--- config.mk ---
export PLATFORM = sky130hd
export DESIGN_NAME = fpx_stage_issue
export DESIGN_NICKNAME = d
export VERILOG_FILES = /design/src/rtl/fpx_issue_pkg.sv /design/src/rtl/fpx_pattern_gen.sv /design/src/rtl/fpx_collide.sv /design/src/rtl/fpx_resv_table.sv /design/src/rtl/fpx_stage_issue.sv
export SDC_FILE = /design/constraint.sdc
export NUM_CORES = 1
export LEC_CHECK = 0
export ABC_AREA = 1
export BUFFER_PORTS_ARGS = -buffer_cell sky130_fd_sc_hd__buf_2
export CORE_MARGIN = 4
export CORE_UTILIZATION = 25
export DETAILED_ROUTE_END_ITERATION = 8
export PLACE_DENSITY_LB_ADDON = 0.12
export SETUP_SLACK_MARGIN = 0.5
export SYNTH_ARGS = -nofsm -noshare
export SYNTH_HDL_FRONTEND = slang
export SYNTH_SLANG_ARGS = --single-unit
--- constraint.sdc ---
create_clock -name clk -period 2.1 [get_ports clk]
set_clock_uncertainty 0.05 [all_clocks]
set_input_delay 0.315 -clock clk [delete_from_list [all_inputs] [get_ports clk]]
set_output_delay 0.315 -clock clk [all_outputs]
set_load 0.05 [all_outputs]
--- src/rtl/fpx_issue_pkg.sv ---
package fpx_issue_pkg;

  localparam int NSTAGE    = 8;
  localparam int DIV_D_RUN = 27;
  localparam int PAT_LEN   = DIV_D_RUN + 9;

  typedef logic [NSTAGE-1:0] smask_t;

  localparam smask_t ST_U = 8'h01;
  localparam smask_t ST_S = 8'h02;
  localparam smask_t ST_A = 8'h04;
  localparam smask_t ST_R = 8'h08;
  localparam smask_t ST_E = 8'h10;
  localparam smask_t ST_M = 8'h20;
  localparam smask_t ST_N = 8'h40;
  localparam smask_t ST_D = 8'h80;

  typedef enum logic [2:0] {
    K_ADD  = 3'd0,
    K_MUL  = 3'd1,
    K_NEG  = 3'd2,
    K_ABS  = 3'd3,
    K_CMP  = 3'd4,
    K_DIV  = 3'd5,
    K_RSV6 = 3'd6,
    K_RSV7 = 3'd7
  } opk_t;

  // stage set used by operation kind k in step s of its walk
  function automatic smask_t step_mask(opk_t k, int unsigned s);
    smask_t m;
    m = '0;
    case (k)
      K_ADD: begin
        case (s)
          0: m = ST_U;
          1: m = ST_S | ST_A;
          2: m = ST_A | ST_R;
          3: m = ST_R | ST_S;
          default: m = '0;
        endcase
      end
      K_MUL: begin
        case (s)
          0: m = ST_U;
          1: m = ST_E | ST_M;
          2, 3, 4: m = ST_M;
          5: m = ST_N;
          6: m = ST_N | ST_A;
          7: m = ST_R;
          default: m = '0;
        endcase
      end
      K_NEG, K_ABS: begin
        if (s == 0) m = ST_U;
        else if (s == 1) m = ST_S;
      end
      K_CMP: begin
        if (s == 0) m = ST_U;
        else if (s == 1) m = ST_A;
        else if (s == 2) m = ST_R;
      end
      K_DIV: begin
        if (s == 0) m = ST_U;
        else if (s == 1) m = ST_A;
        else if (s == 2) m = ST_R;
        else if (s < 3 + DIV_D_RUN) m = ST_D;
        else if (s == 3 + DIV_D_RUN || s == 5 + DIV_D_RUN) m = ST_D | ST_A;
        else if (s == 4 + DIV_D_RUN || s == 6 + DIV_D_RUN) m = ST_D | ST_R;
        else if (s == 7 + DIV_D_RUN) m = ST_A;
        else if (s == 8 + DIV_D_RUN) m = ST_R;
      end
      default: m = '0;
    endcase
    return m;
  endfunction

endpackage

--- src/rtl/fpx_pattern_gen.sv ---
module fpx_pattern_gen
  import fpx_issue_pkg::*;
#(
  parameter int DEPTH = PAT_LEN
) (
  input  opk_t                 kind,
  output smask_t [DEPTH-1:0]   pat
);

  for (genvar k = 0; k < DEPTH; k++) begin : g_step
    assign pat[k] = step_mask(kind, k);
  end

endmodule

--- src/rtl/fpx_collide.sv ---
module fpx_collide
  import fpx_issue_pkg::*;
#(
  parameter int DEPTH = PAT_LEN
) (
  input  smask_t [DEPTH-1:0] pat,
  input  smask_t [DEPTH-1:0] ahead,
  output logic               clash
);

  logic [DEPTH-1:0] hit;

  for (genvar k = 0; k < DEPTH; k++) begin : g_cmp
    assign hit[k] = |(pat[k] & ahead[k]);
  end

  assign clash = |hit;

endmodule

--- src/rtl/fpx_resv_table.sv ---
module fpx_resv_table
  import fpx_issue_pkg::*;
#(
  parameter int DEPTH = PAT_LEN
) (
  input  logic               clk,
  input  logic               rst_n,
  input  logic               merge,
  input  smask_t [DEPTH-1:0] pat,
  output smask_t [DEPTH-1:0] tbl
);

  for (genvar k = 0; k < DEPTH; k++) begin : g_slot
    smask_t nxt;
    if (k == DEPTH - 1) begin : g_tail
      assign nxt = '0;
    end else begin : g_body
      assign nxt = tbl[k+1];
    end

    always_ff @(posedge clk) begin
      if (!rst_n) tbl[k] <= '0;
      else        tbl[k] <= nxt | (merge ? pat[k] : '0);
    end
  end

  // the far end of the table only fills through a merge
  a_r4_tail_only_by_merge: assert property (@(posedge clk) disable iff (!rst_n)
    !merge |=> (tbl[DEPTH-1] == '0));

endmodule

--- src/rtl/fpx_stage_issue.sv ---
module fpx_stage_issue
  import fpx_issue_pkg::*;
#(
  parameter int DEPTH = PAT_LEN
) (
  input  logic       clk,
  input  logic       rst_n,
  input  logic       op_valid,
  input  logic [2:0] op_kind,
  output logic       op_ready,
  output logic [7:0] stage_busy
);

  opk_t               kind;
  smask_t [DEPTH-1:0] pat;
  smask_t [DEPTH-1:0] tbl;
  smask_t [DEPTH-1:0] ahead;
  logic               clash;
  logic               take;
  logic               real_take;

  assign kind = opk_t'(op_kind);

  // step k of a new op lands k+1 cycles ahead of the current slot
  for (genvar k = 0; k < DEPTH; k++) begin : g_ahead
    if (k == DEPTH - 1) begin : g_tail
      assign ahead[k] = '0;
    end else begin : g_body
      assign ahead[k] = tbl[k+1];
    end
  end

  fpx_pattern_gen #(.DEPTH(DEPTH)) u_pat (
    .kind (kind),
    .pat  (pat)
  );

  fpx_collide #(.DEPTH(DEPTH)) u_cmp (
    .pat   (pat),
    .ahead (ahead),
    .clash (clash)
  );

  assign op_ready = !clash;
  assign take     = op_valid && op_ready;

  fpx_resv_table #(.DEPTH(DEPTH)) u_tbl (
    .clk   (clk),
    .rst_n (rst_n),
    .merge (take),
    .pat   (pat),
    .tbl   (tbl)
  );

  assign stage_busy = tbl[0];

  assign real_take = take && (kind != K_RSV6) && (kind != K_RSV7);

  // producer keeps the offer steady while held off
  a_r11_offer_held: assert property (@(posedge clk) disable iff (!rst_n)
    (op_valid && !op_ready) |=> (op_valid && $stable(op_kind)));

  // an accepted real op shows its unpack step in the next cycle
  a_r4_unpack_follows_issue: assert property (@(posedge clk) disable iff (!rst_n)
    real_take |=> stage_busy[0]);

  // without a real acceptance the unpack stage stays idle next cycle
  a_r10_no_unpack_without_issue: assert property (@(posedge clk) disable iff (!rst_n)
    !real_take |=> !stage_busy[0]);

  // an empty table never holds an offer back
  a_r3_ready_when_empty: assert property (@(posedge clk) disable iff (!rst_n)
    (tbl == '0) |-> op_ready);

  // multiply reaches its second multiplier stage six cycles after acceptance
  a_r2_mul_second_stage: assert property (@(posedge clk) disable iff (!rst_n)
    (take && kind == K_MUL) |-> ##6 stage_busy[6]);

endmodule

==> impl_results.md <==
- Routing usage on met3: 0.0352
- Post-place instance area: 0.00398 sq mm
- Total wire length after detailed routing: 6200 microns
- Setup total negative slack: 0 ns
- IO Pins: 15
- Max incr delay on CP: 0.30 ns
- Iter 0 DRT Violations: 118
- Share of the yosys chip area belonging to registers: 0.634
- Synthesis Warnings: 0
- CP Data Required Time: 1.74 ns
- Buffers on Ports: 14
- Maximum buffer depth of the clock tree: 2
- Critical path arrival: 1.57 ns
- Cells along the critical path: or2_1 -> nand2_1 -> nand2_1 -> nor2_2 -> nand3_2 -> nor2_4 -> buf_8
- Die ar.: 0.0172 sq mm
- Global-route usage over all layers: 0.0803
- Final Hold Fails: 0
- Cell leakage power: 0.00274 uW
- Maximum number of pins on one net before global-route repair: 48
- Smallest hold slack: 0.231 ns
- Worst setup slack after layout: 0.166 ns
- Max capacitance violation total: 0
- Final non-filler cell area: 0.00474 sq mm
- Filler Cells Inserted: 1523
- Total power: 5490 uW
- Antenna violation net count after detailed routing: 0
- Post-route fraction of the period consumed by the critical path: 0.921
- Wire length of the first global-routing pass: 11000 microns
- Fraction of final layout cells with drive strength greater than 1: 0.186
- Post-Place Setup Slack: 0.0125 ns
- Minimum period implied by the final worst setup slack: 1.93 ns
- Synth unique cells: 20
- Max_slew headroom: 0.645
- Clock-pin slew on the worst setup and hold paths: 0.05 ns
- Startpoint of the lowest-slack register-to-register path: u_tbl.g_slot[1].nxt[5]$_SDFF_PN0_
- Start point of the critical path: u_tbl.g_slot[1].nxt[5]$_SDFF_PN0_
- Crit path max-delay cell type: sky130_fd_sc_hd__dfxtp_1
- Worst Hold Class: in -> reg
- Most frequent cell on the critical path: sky130_fd_sc_hd__nand2_1
- Number of remaining DRC errors: 0
- GR met2 Demand/Resource: 0.122
- Core Region: 0.0147 sq mm
- Critical Path Start Type: flip-flop
- Ant diodes: 0
- Register bit total from synthesis: 120
- Slew at the pin with the worst max-slew slack: 0.530 ns
- Highest ir drop seen on vdd: 0.000539 V
- Horizontal extent of the die: 131 microns
- Maximum fanout along the worst path: 3
- Skew-Pair Late Insertion Delay: 0.40 ns
- Cell Rows: 44
- Grt met1 use: 0.0925
- Count of H-tree levels built during CTS: 4
- Setup repair after global routing missed its margin: true
- Via count of the first global-routing pass: 2487
- Final weighted congestion of routability-driven global placement: 0.737
- Max frequency: 517 MHz
- Power density cells: 1160 mW/mm^2
- HPWL reported at the end of detailed placement: 3660 microns
- Type of element capturing the critical path: primary output
- TritonCTS clock tree: yes
- Number of buffers created by CTS: 17
- Mapped cell area: 0.00379 sq mm
- Number of search-and-repair iterations in the first detailed-routing pass: 4
- Vias per Instance: 3.71
- Path type of the worst setup path: reg -> out
- Synthesized area per cell: 8.40 sq um
- Critical hold path startpoint: op_kind[1]
- Initial core utilization: 0.258
- Layout Area Growth over Synthesis: 25.1%
- Final Max Slew Viols: 0
- Most utilized layer in the global route result: met2
- Post-layout nets: 478
- Status: completed
- Routed length per instance: 9.27 microns
- Die Y: 131 microns
- Antenna violations before repair: 0
- Sink count of the clock tree: 120
- Cells after synthesis: 451
- Clock root buffer: sky130_fd_sc_hd__clkbuf_16
- Post-Syn Nets: 457
- Number of setup violations in the final report: 0
- Aggregate global routing overflow: 0
- Via count: 2482
## layer usage
layer	part of all wire	vias to the layer above	wire length, microns
met5	0	-	0
met4	0.025	0	157
met3	0.039	9	240
met2	0.43	24	2690
met1	0.50	1121	3110
li1	-	1328	-
## worst paths after layout
path	end	slack, ns	depth (start not counted)
max reg2reg	u_tbl.g_slot[5].nxt[2]$_SDFF_PN0_	0.39	11
max	op_ready	0.17	7
min reg2reg	u_tbl.g_slot[2].nxt[6]$_SDFF_PN0_	0.36	2
min	u_tbl.tbl[0]$_SDFF_PN0_	0.23	4
## sequential cells by signal, indices dropped and copies added, names as in the netlist
name	flops
u_tbl.g_slot.nxt	112
u_tbl.tbl	8
## critical path, delay by kind of cell (launching register included)
kind / cells / cell delay (ns)
flops: 1 / 0.30
simple gates: 6 / 0.70
buf+inv: 1 / 0.16
## power breakdown
part | internal [uW] | switching (uW)
sequential | 2320 | 15.2
combinational | 71.4 | 127
clock | 1970 | 992
total | 4360 | 1130
## cell families (layout without fill, tap and decap cells)
family                 Yosys count  after routing  share of synthesized area
AOI/OAI and AO/OA                6              6                    0.00858
and+or+nand+nor                214            215                      0.234
DFF                            120            120                      0.634
buffers and inverters          111            144                      0.124
## per-stage QoR
stage	cells	util
after global routing	669	0.323
after global placement	627	0.271
after detailed placement	627	0.271
after floorplan	451	-
after CTS	662	0.315
final	669	0.323
## cells in the mapped netlist
library cell	count	area (sq um)
sky130_fd_sc_hd__nand3_1	3	15.0
sky130_fd_sc_hd__nor2_1	26	97.6
sky130_fd_sc_hd__o21ai_0	2	10.0
sky130_fd_sc_hd__nand4_1	4	25.0
sky130_fd_sc_hd__inv_1	82	308
sky130_fd_sc_hd__nor2_2	1	6.26
sky130_fd_sc_hd__clkbuf_1	13	48.8
sky130_fd_sc_hd__nand2_2	12	75.1
sky130_fd_sc_hd__nand2_1	162	608
sky130_fd_sc_hd__nand3_2	1	10.0
sky130_fd_sc_hd__o21bai_1	1	7.51
sky130_fd_sc_hd__nor2_4	1	11.3
sky130_fd_sc_hd__dfxtp_1	120	2400
sky130_fd_sc_hd__inv_2	5	18.8
sky130_fd_sc_hd__nand4_4	1	21.3
sky130_fd_sc_hd__a21oi_1	3	15.0
sky130_fd_sc_hd__or2_0	1	6.26
sky130_fd_sc_hd__buf_4	8	60.1
sky130_fd_sc_hd__buf_6	3	33.8
sky130_fd_sc_hd__nor3_1	2	10.0
## cell usage in the layout, fill, tap and decap left out
| master | synthesis | final |
|---|---|---|
| sky130_fd_sc_hd__nand2_1 | 162 | 161 |
| sky130_fd_sc_hd__dfxtp_1 | 120 | 116 |
| sky130_fd_sc_hd__inv_1 | 82 | 82 |
| sky130_fd_sc_hd__nor2_1 | 26 | 20 |
| sky130_fd_sc_hd__clkbuf_16 | 0 | 17 |
| sky130_fd_sc_hd__nand2_2 | 12 | 13 |
| sky130_fd_sc_hd__buf_2 | 0 | 12 |
| sky130_fd_sc_hd__buf_4 | 8 | 8 |
| sky130_fd_sc_hd__nor2_2 | 1 | 7 |
| sky130_fd_sc_hd__clkinv_2 | 0 | 6 |
| sky130_fd_sc_hd__inv_2 | 5 | 5 |
| sky130_fd_sc_hd__nand4_1 | 4 | 4 |
| sky130_fd_sc_hd__bufinv_16 | 0 | 4 |
| sky130_fd_sc_hd__dfxtp_2 | 0 | 4 |
| sky130_fd_sc_hd__nand3_1 | 3 | 3 |
| sky130_fd_sc_hd__a21oi_1 | 3 | 3 |
| sky130_fd_sc_hd__clkinvlp_4 | 0 | 3 |
| sky130_fd_sc_hd__buf_12 | 0 | 3 |
| sky130_fd_sc_hd__nor3_1 | 2 | 2 |
| sky130_fd_sc_hd__nand4_4 | 1 | 2 |
| sky130_fd_sc_hd__or2_1 | 0 | 1 |
| sky130_fd_sc_hd__o21ai_0 | 2 | 1 |
| sky130_fd_sc_hd__o21ai_2 | 0 | 1 |
| sky130_fd_sc_hd__nand3_2 | 1 | 1 |
| sky130_fd_sc_hd__nor2_4 | 1 | 1 |
| sky130_fd_sc_hd__o21bai_1 | 1 | 1 |
| sky130_fd_sc_hd__clkbuf_1 | 13 | 1 |
| sky130_fd_sc_hd__clkinv_4 | 0 | 1 |
| sky130_fd_sc_hd__buf_8 | 0 | 1 |
| sky130_fd_sc_hd__buf_6 | 3 | 1 |
## timing repair
item,CTS,global route
resized for setup,5,13
setup buffers,3,6
pin swaps,2,15
hold endpoints to repair,0,0
setup endpoints to repair,43,48
hold buffers,0,0
gates cloned,0,1
## area by class of cell
type / instances / area [sq um] / area share
Sequential cell: 120 / 2410 / 0.508
Multi-Input combinational cell: 221 / 961 / 0.203
Clock buffer: 18 / 429 / 0.0905
Inverter: 87 / 327 / 0.0689
Tap cell: 184 / 230 / 0.0485
Timing Repair Buffer: 25 / 206 / 0.0435
Clock inverter: 14 / 181 / 0.0383
No activity file was read; power rests on OpenSTA's default activity.
